### config.mk
export PLATFORM = sky130hd
export DESIGN_NAME = dir_home_ctrl
export DESIGN_NICKNAME = d
export VERILOG_FILES = /design/src/rtl/dir_pkg.sv /design/src/rtl/dir_req_queue.sv /design/src/rtl/dir_ack_tracker.sv /design/src/rtl/dir_line_store.sv /design/src/rtl/dir_home_ctrl.sv
export SDC_FILE = /design/constraint.sdc
export NUM_CORES = 1
export LEC_CHECK = 0
export BUFFER_PORTS_ARGS = -buffer_cell sky130_fd_sc_hd__buf_2
export CAP_MARGIN = 20
export CORE_MARGIN = 1
export CORE_UTILIZATION = 40
export DETAILED_ROUTE_END_ITERATION = 12
export PLACE_DENSITY_LB_ADDON = 0.15
export SLEW_MARGIN = 40
export SYNTH_ARGS = -nofsm -noshare
export SYNTH_HDL_FRONTEND = slang
export SYNTH_SLANG_ARGS = --single-unit
### constraint.sdc
create_clock -name clk -period 5.25 [get_ports clk]
set_input_delay 1.05 -clock clk [delete_from_list [all_inputs] [get_ports clk]]
set_output_delay 1.05 -clock clk [all_outputs]
set_load 0.1 [all_outputs]
### src/rtl/dir_pkg.sv
// Package: shared encodings for the directory home controller.
// Assumes: request, snoop and response codes are fixed by the channel contract.
package dir_pkg;
    typedef enum logic [1:0] {
        DIR_U = 2'd0,
        DIR_S = 2'd1,
        DIR_M = 2'd2
    } dir_state_e;

    typedef enum logic [2:0] {
        RQ_RD     = 3'd0,
        RQ_RFO    = 3'd1,
        RQ_EVICT  = 3'd2,
        RQ_DMA_RD = 3'd3,
        RQ_DMA_WR = 3'd4
    } req_op_e;

    typedef enum logic [1:0] {
        SN_INV   = 2'd0,
        SN_DOWN  = 2'd1,
        SN_FLUSH = 2'd2
    } snp_op_e;

    typedef enum logic [1:0] {
        RS_SHARED   = 2'd0,
        RS_OWNED    = 2'd1,
        RS_DMA_DATA = 2'd2,
        RS_DONE     = 2'd3
    } rsp_op_e;

    typedef enum logic [1:0] {
        E_IDLE   = 2'd0,
        E_DECIDE = 2'd1,
        E_WAIT   = 2'd2,
        E_FINISH = 2'd3
    } eng_e;
endpackage

### src/rtl/dir_req_queue.sv
// Module: in-order request queue in front of the directory engine.
// Assumes: DEPTH is a power of two; the consumer pops only when out_valid.
module dir_req_queue #(
    parameter int W     = 8,
    parameter int DEPTH = 4,
    parameter int PTR_W = $clog2(DEPTH)
) (
    input  logic         clk,
    input  logic         rst_n,
    input  logic         in_valid,
    output logic         in_ready,
    input  logic [W-1:0] in_data,
    output logic         out_valid,
    output logic [W-1:0] out_data,
    input  logic         out_pop
);
    localparam int CNT_W = PTR_W + 1;

    logic [W-1:0]     slot [DEPTH];
    logic [PTR_W-1:0] wr_ptr, rd_ptr;
    logic [CNT_W-1:0] count;
    logic             push, pop;

    assign in_ready  = (count != CNT_W'(DEPTH));
    assign out_valid = (count != '0);
    assign out_data  = slot[rd_ptr];
    assign push      = in_valid && in_ready;
    assign pop       = out_pop && out_valid;

    // Storage write: no reset needed, contents qualified by count.
    always_ff @(posedge clk) begin
        if (push) slot[wr_ptr] <= in_data;
    end

    // Pointer and occupancy tracking.
    always_ff @(posedge clk) begin
        if (!rst_n) begin
            wr_ptr <= '0;
            rd_ptr <= '0;
            count  <= '0;
        end else begin
            if (push) wr_ptr <= wr_ptr + PTR_W'(1);
            if (pop)  rd_ptr <= rd_ptr + PTR_W'(1);
            case ({push, pop})
                2'b10:   count <= count + CNT_W'(1);
                2'b01:   count <= count - CNT_W'(1);
                default: count <= count;
            endcase
        end
    end
endmodule

### src/rtl/dir_ack_tracker.sv
// Module: records which caches still owe an acknowledgement and how many.
// Assumes: load happens only when nothing is pending; stray acks are ignored.
module dir_ack_tracker #(
    parameter int N  = 4,
    parameter int CW = $clog2(N + 1)
) (
    input  logic          clk,
    input  logic          rst_n,
    input  logic          load,
    input  logic [N-1:0]  load_mask,
    input  logic [N-1:0]  ack_valid,
    output logic [N-1:0]  pend_mask,
    output logic [CW-1:0] pend_cnt,
    output logic          ack_hit
);
    function automatic logic [CW-1:0] ones(input logic [N-1:0] v);
        logic [CW-1:0] s;
        s = '0;
        for (int i = 0; i < N; i++) s = s + CW'(v[i]);
        return s;
    endfunction

    logic [N-1:0] hit;
    assign hit     = ack_valid & pend_mask;
    assign ack_hit = (hit != '0);

    // Load on snoop issue, then retire each acknowledging cache once.
    always_ff @(posedge clk) begin
        if (!rst_n) begin
            pend_mask <= '0;
            pend_cnt  <= '0;
        end else if (load) begin
            pend_mask <= load_mask;
            pend_cnt  <= ones(load_mask);
        end else begin
            pend_mask <= pend_mask & ~ack_valid;
            pend_cnt  <= pend_cnt - ones(hit);
        end
    end
endmodule

### src/rtl/dir_line_store.sv
// Module: per-line directory entries and backing data with one read and one write port.
// Assumes: read is combinational; directory and data writes land at the clock edge.
module dir_line_store
    import dir_pkg::*;
#(
    parameter int LINES  = 16,
    parameter int N      = 4,
    parameter int OWN_W  = 2,
    parameter int DW     = 16,
    parameter int LINE_W = $clog2(LINES)
) (
    input  logic              clk,
    input  logic              rst_n,
    input  logic [LINE_W-1:0] rd_line,
    output dir_state_e        rd_state,
    output logic [N-1:0]      rd_sharers,
    output logic [OWN_W-1:0]  rd_owner,
    output logic [DW-1:0]     rd_data,
    input  logic              dir_we,
    input  logic [LINE_W-1:0] wr_line,
    input  dir_state_e        wr_state,
    input  logic [N-1:0]      wr_sharers,
    input  logic [OWN_W-1:0]  wr_owner,
    input  logic              mem_we,
    input  logic [DW-1:0]     mem_wdata
);
    dir_state_e       st  [LINES];
    logic [N-1:0]     shr [LINES];
    logic [OWN_W-1:0] own [LINES];
    logic [DW-1:0]    dat [LINES];

    assign rd_state   = st[rd_line];
    assign rd_sharers = shr[rd_line];
    assign rd_owner   = own[rd_line];
    assign rd_data    = dat[rd_line];

    // Directory entry update; all lines Uncached after reset.
    always_ff @(posedge clk) begin
        if (!rst_n) begin
            for (int i = 0; i < LINES; i++) begin
                st[i]  <= DIR_U;
                shr[i] <= '0;
                own[i] <= '0;
            end
        end else if (dir_we) begin
            st[wr_line]  <= wr_state;
            shr[wr_line] <= wr_sharers;
            own[wr_line] <= wr_owner;
        end
    end

    // Backing data update; all lines zero after reset.
    always_ff @(posedge clk) begin
        if (!rst_n) begin
            for (int i = 0; i < LINES; i++) dat[i] <= '0;
        end else if (mem_we) begin
            dat[wr_line] <= mem_wdata;
        end
    end
endmodule

### src/rtl/dir_home_ctrl.sv
// Module: directory home controller serving caching agents and one cacheless DMA agent.
// Assumes: ids 0..NUM_CACHES-1 are caches and id NUM_CACHES is the DMA agent;
// each snooped cache acknowledges exactly once and an owner returns data with its ack.
module dir_home_ctrl
    import dir_pkg::*;
#(
    parameter int NUM_CACHES  = 4,
    parameter int NUM_LINES   = 16,
    parameter int DATA_W      = 16,
    parameter int QUEUE_DEPTH = 4,
    parameter int SRC_W       = $clog2(NUM_CACHES + 1),
    parameter int LINE_W      = $clog2(NUM_LINES)
) (
    input  logic                  clk,
    input  logic                  rst_n,
    input  logic                  req_valid,
    output logic                  req_ready,
    input  logic [SRC_W-1:0]      req_src,
    input  logic [2:0]            req_op,
    input  logic [LINE_W-1:0]     req_line,
    input  logic [DATA_W-1:0]     req_data,
    output logic                  snp_valid,
    output logic [NUM_CACHES-1:0] snp_dest,
    output logic [1:0]            snp_op,
    output logic [LINE_W-1:0]     snp_line,
    input  logic [NUM_CACHES-1:0] ack_valid,
    input  logic [DATA_W-1:0]     ack_data,
    output logic                  rsp_valid,
    output logic [SRC_W-1:0]      rsp_dst,
    output logic [1:0]            rsp_op,
    output logic [LINE_W-1:0]     rsp_line,
    output logic [DATA_W-1:0]     rsp_data
);
    localparam int OWN_W = (NUM_CACHES > 1) ? $clog2(NUM_CACHES) : 1;
    localparam int CNT_W = $clog2(NUM_CACHES + 1);
    localparam int Q_W   = SRC_W + 3 + LINE_W + DATA_W;
    localparam int N     = NUM_CACHES;

    // Request queue
    logic           q_valid, q_pop;
    logic [Q_W-1:0] q_data;

    dir_req_queue #(.W(Q_W), .DEPTH(QUEUE_DEPTH)) u_queue (
        .clk      (clk),
        .rst_n    (rst_n),
        .in_valid (req_valid),
        .in_ready (req_ready),
        .in_data  ({req_src, req_op, req_line, req_data}),
        .out_valid(q_valid),
        .out_data (q_data),
        .out_pop  (q_pop)
    );

    // Current transaction
    eng_e              eng;
    logic [SRC_W-1:0]  cur_src;
    req_op_e           cur_op;
    logic [LINE_W-1:0] cur_line;
    logic [DATA_W-1:0] cur_data;
    snp_op_e           cur_snp;
    logic              snooped;
    logic [DATA_W-1:0] fetched;

    assign q_pop = (eng == E_IDLE) && q_valid;

    // Directory entry of the current line
    dir_state_e        e_state;
    logic [N-1:0]      e_sharers;
    logic [OWN_W-1:0]  e_owner;
    logic [DATA_W-1:0] e_data;

    // Outcome of the transaction
    dir_state_e        fin_state;
    logic [N-1:0]      fin_sharers;
    logic [OWN_W-1:0]  fin_owner;
    logic              fin_mem_we;
    logic [DATA_W-1:0] fin_mem_data;
    rsp_op_e           fin_rsp_op;
    logic [DATA_W-1:0] fin_rsp_data;

    dir_line_store #(
        .LINES(NUM_LINES), .N(N), .OWN_W(OWN_W), .DW(DATA_W), .LINE_W(LINE_W)
    ) u_store (
        .clk       (clk),
        .rst_n     (rst_n),
        .rd_line   (cur_line),
        .rd_state  (e_state),
        .rd_sharers(e_sharers),
        .rd_owner  (e_owner),
        .rd_data   (e_data),
        .dir_we    (eng == E_FINISH),
        .wr_line   (cur_line),
        .wr_state  (fin_state),
        .wr_sharers(fin_sharers),
        .wr_owner  (fin_owner),
        .mem_we    ((eng == E_FINISH) && fin_mem_we),
        .mem_wdata (fin_mem_data)
    );

    // Acknowledgement counting
    logic [N-1:0]     dec_mask;
    snp_op_e          dec_snp;
    logic [N-1:0]     pend_mask;
    logic [CNT_W-1:0] pend_cnt;
    logic             ack_hit;
    logic             load_acks;

    assign load_acks = (eng == E_DECIDE) && (dec_mask != '0);

    dir_ack_tracker #(.N(N), .CW(CNT_W)) u_acks (
        .clk      (clk),
        .rst_n    (rst_n),
        .load     (load_acks),
        .load_mask(dec_mask),
        .ack_valid(ack_valid),
        .pend_mask(pend_mask),
        .pend_cnt (pend_cnt),
        .ack_hit  (ack_hit)
    );

    // Requester and owner as cache bit vectors
    logic         is_cache;
    logic [N-1:0] req_bit;
    logic [N-1:0] owner_bit;
    logic         owner_is_req;

    assign is_cache     = (cur_src < SRC_W'(N));
    assign req_bit      = is_cache ? (N'(1) << cur_src) : '0;
    assign owner_bit    = N'(1) << e_owner;
    assign owner_is_req = is_cache && (SRC_W'(e_owner) == cur_src);

    // Decide which caches must be snooped, and how, before the request can complete.
    always_comb begin
        dec_mask = '0;
        dec_snp  = SN_INV;
        case (cur_op)
            RQ_RD: begin
                if (e_state == DIR_M && !owner_is_req) begin
                    dec_mask = owner_bit;
                    dec_snp  = SN_DOWN;
                end
            end
            RQ_RFO: begin
                if (e_state == DIR_S) begin
                    dec_mask = e_sharers & ~req_bit;
                    dec_snp  = SN_INV;
                end else if (e_state == DIR_M && !owner_is_req) begin
                    dec_mask = owner_bit;
                    dec_snp  = SN_FLUSH;
                end
            end
            RQ_DMA_RD: begin
                if (e_state == DIR_M) begin
                    dec_mask = owner_bit;
                    dec_snp  = SN_DOWN;
                end
            end
            RQ_DMA_WR: begin
                if (e_state == DIR_S) dec_mask = e_sharers;
                else if (e_state == DIR_M) dec_mask = owner_bit;
                dec_snp = SN_INV;
            end
            default: begin
                dec_mask = '0;
                dec_snp  = SN_INV;
            end
        endcase
    end

    // Compute the new entry, store write and response once all acks are in.
    always_comb begin
        logic [DATA_W-1:0] latest;
        latest       = (snooped && cur_snp != SN_INV) ? fetched : e_data;
        fin_state    = e_state;
        fin_sharers  = e_sharers;
        fin_owner    = e_owner;
        fin_mem_we   = snooped && (cur_snp != SN_INV);
        fin_mem_data = fetched;
        fin_rsp_op   = RS_DONE;
        fin_rsp_data = '0;
        case (cur_op)
            RQ_RD: begin
                fin_state    = DIR_S;
                fin_sharers  = ((e_state == DIR_M) ? owner_bit : e_sharers) | req_bit;
                fin_rsp_op   = RS_SHARED;
                fin_rsp_data = latest;
            end
            RQ_RFO: begin
                fin_state    = DIR_M;
                fin_sharers  = '0;
                fin_owner    = cur_src[OWN_W-1:0];
                fin_rsp_op   = RS_OWNED;
                fin_rsp_data = latest;
            end
            RQ_EVICT: begin
                if (e_state == DIR_S) begin
                    fin_sharers = e_sharers & ~req_bit;
                    if ((e_sharers & ~req_bit) == '0) fin_state = DIR_U;
                end else if (e_state == DIR_M && owner_is_req) begin
                    fin_state   = DIR_U;
                    fin_sharers = '0;
                end
            end
            RQ_DMA_RD: begin
                if (e_state == DIR_M) begin
                    fin_state   = DIR_S;
                    fin_sharers = owner_bit;
                end
                fin_rsp_op   = RS_DMA_DATA;
                fin_rsp_data = latest;
            end
            RQ_DMA_WR: begin
                fin_state    = DIR_U;
                fin_sharers  = '0;
                fin_mem_we   = 1'b1;
                fin_mem_data = cur_data;
            end
            default: begin
                fin_rsp_op = RS_DONE;
            end
        endcase
    end

    // Transaction engine: pop, decide, wait for acks, finish.
    always_ff @(posedge clk) begin
        if (!rst_n) begin
            eng      <= E_IDLE;
            cur_src  <= '0;
            cur_op   <= RQ_RD;
            cur_line <= '0;
            cur_data <= '0;
            cur_snp  <= SN_INV;
            snooped  <= 1'b0;
            fetched  <= '0;
        end else begin
            case (eng)
                E_IDLE: begin
                    if (q_valid) begin
                        {cur_src, cur_op, cur_line, cur_data} <= q_data;
                        eng <= E_DECIDE;
                    end
                end
                E_DECIDE: begin
                    cur_snp <= dec_snp;
                    snooped <= (dec_mask != '0);
                    eng     <= (dec_mask != '0) ? E_WAIT : E_FINISH;
                end
                E_WAIT: begin
                    if (ack_hit) fetched <= ack_data;
                    if (pend_cnt == '0) eng <= E_FINISH;
                end
                default: begin
                    eng <= E_IDLE;
                end
            endcase
        end
    end

    // Snoop channel: one multicast message per transaction.
    always_ff @(posedge clk) begin
        if (!rst_n) begin
            snp_valid <= 1'b0;
            snp_dest  <= '0;
            snp_op    <= '0;
            snp_line  <= '0;
        end else begin
            snp_valid <= load_acks;
            if (load_acks) begin
                snp_dest <= dec_mask;
                snp_op   <= dec_snp;
                snp_line <= cur_line;
            end
        end
    end

    // Response channel: one message when the transaction completes.
    always_ff @(posedge clk) begin
        if (!rst_n) begin
            rsp_valid <= 1'b0;
            rsp_dst   <= '0;
            rsp_op    <= '0;
            rsp_line  <= '0;
            rsp_data  <= '0;
        end else begin
            rsp_valid <= (eng == E_FINISH);
            if (eng == E_FINISH) begin
                rsp_dst  <= cur_src;
                rsp_op   <= fin_rsp_op;
                rsp_line <= cur_line;
                rsp_data <= fin_rsp_data;
            end
        end
    end
endmodule

==> impl_metrics.json, run 1 <==
{
  "hold_buffers": 0,
  "wl_met1_mm": 27.0,
  "initial_core_util": 0.406,
  "drc": 0,
  "core-area_um2": 63200,
  "p_total_w": 0.0142,
  "nets": 2019,
  "hold_viol": 0,
  "syn_inst": 1866,
  "antenna_left": 0,
  "syn_to_final_growth_pct": 12.5,
  "syn_avg_cell_area_um2": 13.8,
  "highest_layer": "met4",
  "dieWidth_um": 255,
  "synth_area_leaders": "edfxtp_1, mux4_2, dfxtp_1, nor2_1, mux2i_1",
  "synth_area_um2": 25700,
  "regToRegSetupSlack_ns": 1.01,
  "drt_iter0_markers": 1057,
  "path_clk_slew_ns": 0.06,
  "post_cts.repair.setup_buffers": 0,
  "p_leak_nw": 9.96,
  "fin_tns_setup_ns": 0,
  "routed_wl_mm": 65.6,
  "cts_root_buf": "clkbuf_16",
  "final_util": 0.457,
  "crit_top_cell": "mux2i_1",
  "n_antenna_cell": 0,
  "ys_types": 74,
  "worstSetupEndpointType": "flop",
  "slowest_stage": "buf_4",
  "portBuffers": 86,
  "synth_edf_count": 488,
  "dp_hpwl_mm": 42.1,
  "placed_cells": 2732,
  "fin_crit_sh": 0.808,
  "fin_skew_ns": 0.0249,
  "vias_per_cell": 5.41,
  "vias": 15400,
  "ir_worst_vdd_uv": 295,
  "status": "finished clean",
  "async_reset_ff_frac": 0,
  "first_pass_iters": 5,
  "netlist.area_leader.share": 0.571,
  "dieHeight_um": 255,
  "wl_per_cell_um": 23.1,
  "yosysMostFrequentCell": "edfxtp_1",
  "seq_area_frac_synth": 0.648,
  "synth_ff_type": "edfxtp_1",
  "maxCapViolCount": 0,
  "overflow": 0,
  "drive_gt1_frac": 0.198,
  "synthTopCellsByCount": "edfxtp_1, nor2_1, nand2_1",
  "insertion_delay_ns": 0.63,
  "grt_pass1_wl_mm": 98.5,
  "grt_pass1_vias": 15500,
  "critPathMaxStageDelay_ns": 0.68,
  "max_slew.worst_pin.slew_ns": 0.835,
  "slew_headroom": 0.443,
  "tritoncts": "built",
  "holdCritPathClass": "reg -> reg",
  "instances_no_fill": 2838,
  "power_density_nw_per_um2": 492,
  "clockBufferDepth": 3,
  "start_kind": "flop",
  "period_needed_ns": 4.24,
  "cts_resized": 0,
  "slew_violations": 0,
  "die_area_um2": 65200,
  "worstPathCellList": "buf_4 > buf_4 > mux4_2 > mux2i_1 > mux2i_1 > nand2_1 > a32oi_1 > a41oi_2 > inv_2 > fa_1 > ha_1 > nand2_1 > mux2i_1",
  "antenna_found_initial": 0,
  "met3_length_mm": 3.15,
  "arrival_ns": 4.72,
  "numClockSinks": 586,
  "crit_fanout": 51,
  "numCtsBuffers": 59,
  "rsz0062_at_grt": "false",
  "grt_usage": 0.206,
  "place.gp.congestion": 0.857,
  "synth_seq_cells": 586,
  "setup-violations-final": 0,
  "cts_max_level": 2,
  "path_class": "reg -> reg",
  "yosysWarnings": 0,
  "cp.required_ns": 5.73,
  "synth_top_area_cell": "edfxtp_1",
  "syn_nets": 1938,
  "fmax_ghz": 0.236,
  "wl_met2_mm": 33.9,
  "pin_count": 87,
  "row_count": 92,
  "grt_max_degree": 77
}
[layout by cell type (no fill, tap or decap), drive strengths merged, types with 22 or more instances in the layout]
cell	n
mux4	131
edfxtp	488
o22ai	22
clkbuf	71
buf	148
nand2	194
and2	28
nor2	404
a21boi	45
dfxtp	98
clkinv	28
inv	45
mux2i	84
nand3	23
[critical path, delay by kind of cell (launching register included)]
family	cells	cell delay, ns
AOI/OAI and AO/OA	2	0.45
buffers and inverters	3	1.08
muxes	4	1.07
adders and majority gates	2	0.70
and+or+nand+nor	2	0.22
DFF	1	0.57
[area by class of cell]
class	count	area, µm²
clock inverters	35	256
repair buffers	148	902
flip-flops and latches	586	16600
inverters	43	161
well taps	846	1060
clock buffers	71	1530
multi-input cells	1109	8330
fillers	5728	34300
[flip-flops by register name (all words and copies together) (netlist names), 4 cells and up]
signal	count
u_queue.slot	104
cur_line	4
rsp_line	4
u_store.shr	64
u_store.own	32
snp_line	4
fetched	16
snp_dest	4
u_acks.pend_mask	4
u_store.st	32
u_store.dat	256
cur_data	16
rsp_data	16
[stage by stage]
stage / instance area [µm²] / hold slack (ns) / setup slack (ns)
2_1_floorplan: 25700 / 0.443 / 1.57
3_3_place_gp: 27000 / 0.438 / 0.926
3_5_place_dp: 27100 / 0.445 / 0.878
4_1_cts: 28800 / 0.455 / 0.864
5_1_grt: 28900 / 0.481 / 0.693
6_report: 28900 / 0.450 / 1.01
[per-layer routing]
metal | up-vias | global-route usage
met5 | - | 0
met4 | 0 | 0.0607
met3 | 86 | 0.0267
met2 | 404 | 0.362
met1 | 7888 | 0.264
li1 | 6976 | -
[cells by family (layout without fill, tap and decap cells)]
group / count (synthesis) / in the layout / synth area share
adder cells (fa/ha/maj): 23 / 23 / 0.0127
flip-flops: 586 / 586 / 0.648
buffers and inverters: 171 / 297 / 0.0298
AND/OR/NAND/NOR: 700 / 700 / 0.111
multiplexers: 219 / 219 / 0.152
XOR/XNOR: 8 / 8 / 0.00302
AO/OA/AOI/OAI: 159 / 159 / 0.0441
[path summary, 6_finish.rpt]
kind / from / end / cells past startpoint
setup / recovery: cur_line[1] / u_acks.pend_cnt[1] / 13
hold / removal: snp_dest[2] / snp_dest[2] / 2
setup reg to reg: cur_line[1] / u_acks.pend_cnt[1] / 13
hold reg to reg: snp_dest[2] / snp_dest[2] / 2
[where the power goes]
part	internal [W]	leakage, nW	switching (W)	total (W)
logic	0.00164	3.36	0.00282	0.00446
registers	0.00539	5.72	0.000341	0.00574
clock network	0.00222	0.881	0.00178	0.00400
(Power assumes the default switching activity.)
==> run 2, diff against run 1 <==
Settings changed: ABC_AREA from default to 1.
Clock period 5.25 ns to 3.4 ns, I/O delays scaled along.
==> impl_metrics.json, run 2 <==
{
  "first_pass_iters": 6,
  "overflow": 0,
  "drt_iter0_markers": 1550,
  "numClockSinks": 586,
  "fin_tns_setup_ns": 0,
  "final_common_cell": "nor2_1",
  "largestRegisters": "u_store.dat (256), u_queue.slot (104), u_store.shr (64)",
  "cts_root_buf": "clkbuf_16",
  "netlist.area_leader.share": 0.585,
  "antenna_left": 0,
  "slew_headroom": 0.408,
  "holdCritPathClass": "in -> reg",
  "place.gp.congestion": 0.878,
  "synth_compound_area_frac": 0.119,
  "initial_core_util": 0.405,
  "holdWs_ns": 0.240,
  "pin_count": 87,
  "critPathMaxStageDelay_ns": 0.38,
  "wl_met1_mm": 32.9,
  "nets": 2617,
  "setup_slack_ns": 0.156,
  "start_kind": "flop",
  "seq_area_frac_synth": 0.663,
  "ir_worst_vdd_uv": 748,
  "largest_reg_flops": 256,
  "seq_area_um2": 16600,
  "timing.critical_path.to": "u_acks.pend_cnt[1]",
  "n_antenna_cell": 0,
  "fmax_ghz": 0.308,
  "synth_edf_count": 488,
  "dp_hpwl_mm": 46.9,
  "max_slew.worst_pin.slew_ns": 0.887,
  "syn_to_final_growth_pct": 17.3,
  "wl_per_cell_um": 21.2,
  "cp.required_ns": 3.93,
  "p_leak_nw": 11.0,
  "path_clk_slew_ns": 0.06,
  "synth-xor-area-share": 0.000699,
  "grt_usage": 0.227,
  "worstSetupEndpointType": "flop",
  "numCtsBuffers": 61,
  "tritoncts": "built",
  "p_total_w": 0.0247,
  "r2r_cells": 20,
  "synth_area_um2": 25100,
  "slowest_stage": "dfxtp_4",
  "met3_length_mm": 4.63,
  "portBuffers": 86,
  "insertion_delay_ns": 0.66,
  "async_reset_ff_frac": 0,
  "arrival_ns": 3.78,
  "routed_wl_mm": 72.7,
  "dieHeight_um": 252,
  "min_path_cells": 1,
  "yosysMostFrequentCell": "nor2_1",
  "synth_area_leaders": "edfxtp_1, nor2_1, dfxtp_1, nand2_1, a22oi_1",
  "nFillCells": 5676,
  "slew_violations": 0,
  "vias": 18200,
  "worstPathCellList": "buf_8 > clkbuf_16 > nand2_1 > nand2_1 > nand2_1 > nand2_1 > nand2_1 > nand2_1 > nor2_4 > nand2_4 > inv_4 > nand2_1 > o21ai_0 > nand3b_1 > inv_1 > ha_1 > fa_1 > ha_1 > o21ai_1 > nor2_1",
  "drive_gt1_frac": 0.148,
  "fin_crit_sh": 0.954,
  "status": "finished clean",
  "antenna_found_initial": 3,
  "vias_per_cell": 5.30,
  "synth_ff_type": "edfxtp_1",
  "synth_mux_area_frac": 0,
  "synth_top_family_by_area": "simple AND/OR/NAND/NOR gates",
  "drc": 0,
  "die_area_um2": 63600,
  "cts_max_level": 2,
  "mostFrequentLayoutCells": "nor2_1, edfxtp_1, nand2_1, a22oi_1, a21oi_1",
  "yosysWarnings": 0,
  "syn_inst": 2394,
  "synth_seq_cells": 586,
  "core-area_um2": 61800,
  "setup-violations-final": 0,
  "syn_avg_cell_area_um2": 10.5,
  "highest_layer": "met5",
  "regToRegSetupSlack_ns": 0.16,
  "maxCapViolCount": 0,
  "crit_fanout": 11,
  "dieWidth_um": 252,
  "crit_top_cell": "nand2_1",
  "regMostFlops": "u_store.dat",
  "hold_viol": 0,
  "grt_pass1_vias": 17200,
  "r2r_start": "cur_line[0]",
  "synthTopCellsByCount": "nor2_1, edfxtp_1, nand2_1",
  "wl_met2_mm": 33.7,
  "power_density_nw_per_um2": 841,
  "path_class": "reg -> reg",
  "row_count": 91,
  "multi_input_area_um2": 7520,
  "syn_nets": 2466,
  "crit_start": "cur_line[0]",
  "period_needed_ns": 3.24,
  "synth-adder-area-share": 0.0130,
  "grt_max_degree": 65,
  "synth_top_area_cell": "edfxtp_1",
  "ys_types": 44,
  "r2r-end": "u_acks.pend_cnt[1]",
  "grt_pass1_wl_mm": 108,
  "fin_skew_ns": 0.0309,
  "clockBufferDepth": 3,
  "synthSimpleGateAreaFrac": 0.162,
  "pre_cts_slack_ns": -0.0171
}
## run 2: area by class of cell
cell class / instances / area share
clock buffers: 85 / 0.0575
multi-input cells: 1561 / 0.256
clock inverters: 30 / 0.0143
repair inverters: 2 / 0.000852
flip-flops and latches: 586 / 0.566
repair buffers: 228 / 0.0553
inverters: 105 / 0.0146
well taps: 837 / 0.0357
## run 2: kinds of logic (layout without fill, tap and decap cells)
family	Yosys count	count (layout)
AND/OR/NAND/NOR	1042	1045
flip-flops	586	586
AO/OA/AOI/OAI	491	491
buffers and inverters	250	450
adder cells (fa/ha/maj)	23	23
XOR/XNOR	2	2
## run 2: worst max-delay path, delay by kind of cell (launching register included)
kind | cells | cell delay (ns)
buffers and inverters | 4 | 0.50
AO/OA/AOI/OAI | 2 | 0.31
adder cells (fa/ha/maj) | 3 | 0.96
AND/OR/NAND/NOR | 11 | 0.97
flip-flops | 1 | 0.38
## run 2: how the worst min path moves through the flow
stage                               endpoint        start  slack [ns]
after floorplan                      snooped      snooped        0.44
after global placement           snp_dest[2]  snp_dest[2]        0.45
after detailed placement         snp_dest[3]  snp_dest[3]        0.45
after CTS                 u_queue.slot[2][2]  req_data[2]        0.21
after global routing      u_queue.slot[1][2]  req_data[2]        0.23
final                     u_queue.slot[2][2]  req_data[2]        0.24
## run 2: what timing repair did
action,CTS,global route
setup buffers,0,10
pin swaps,0,10
hold buffers,0,0
cloned,0,6
endpoints found under the setup margin,1,15
gates resized for setup,3,42
## run 2: layer usage
layer,up-vias,GRT usage
met2,583,0.358
met5,-,0
met1,8932,0.329
li1,8606,-
met3,87,0.0291
met4,4,0.0618
## run 2: where the power goes
group	leakage [nW]	switching [W]	internal [W]
clock network	1.03	0.00286	0.00415
logic	4.24	0.00646	0.00257
registers	5.72	0.000321	0.00835
## run 2: stage by stage
| stage | cells | area, µm² | util |
|---|---|---|---|
| after floorplan | 2394 | 25100 | - |
| after global placement | 3303 | 26900 | 0.436 |
| after detailed placement | 3303 | 26900 | 0.436 |
| after CTS | 3418 | 29100 | 0.470 |
| after global routing | 3434 | 29400 | 0.475 |
| final | 3434 | 29400 | 0.475 |
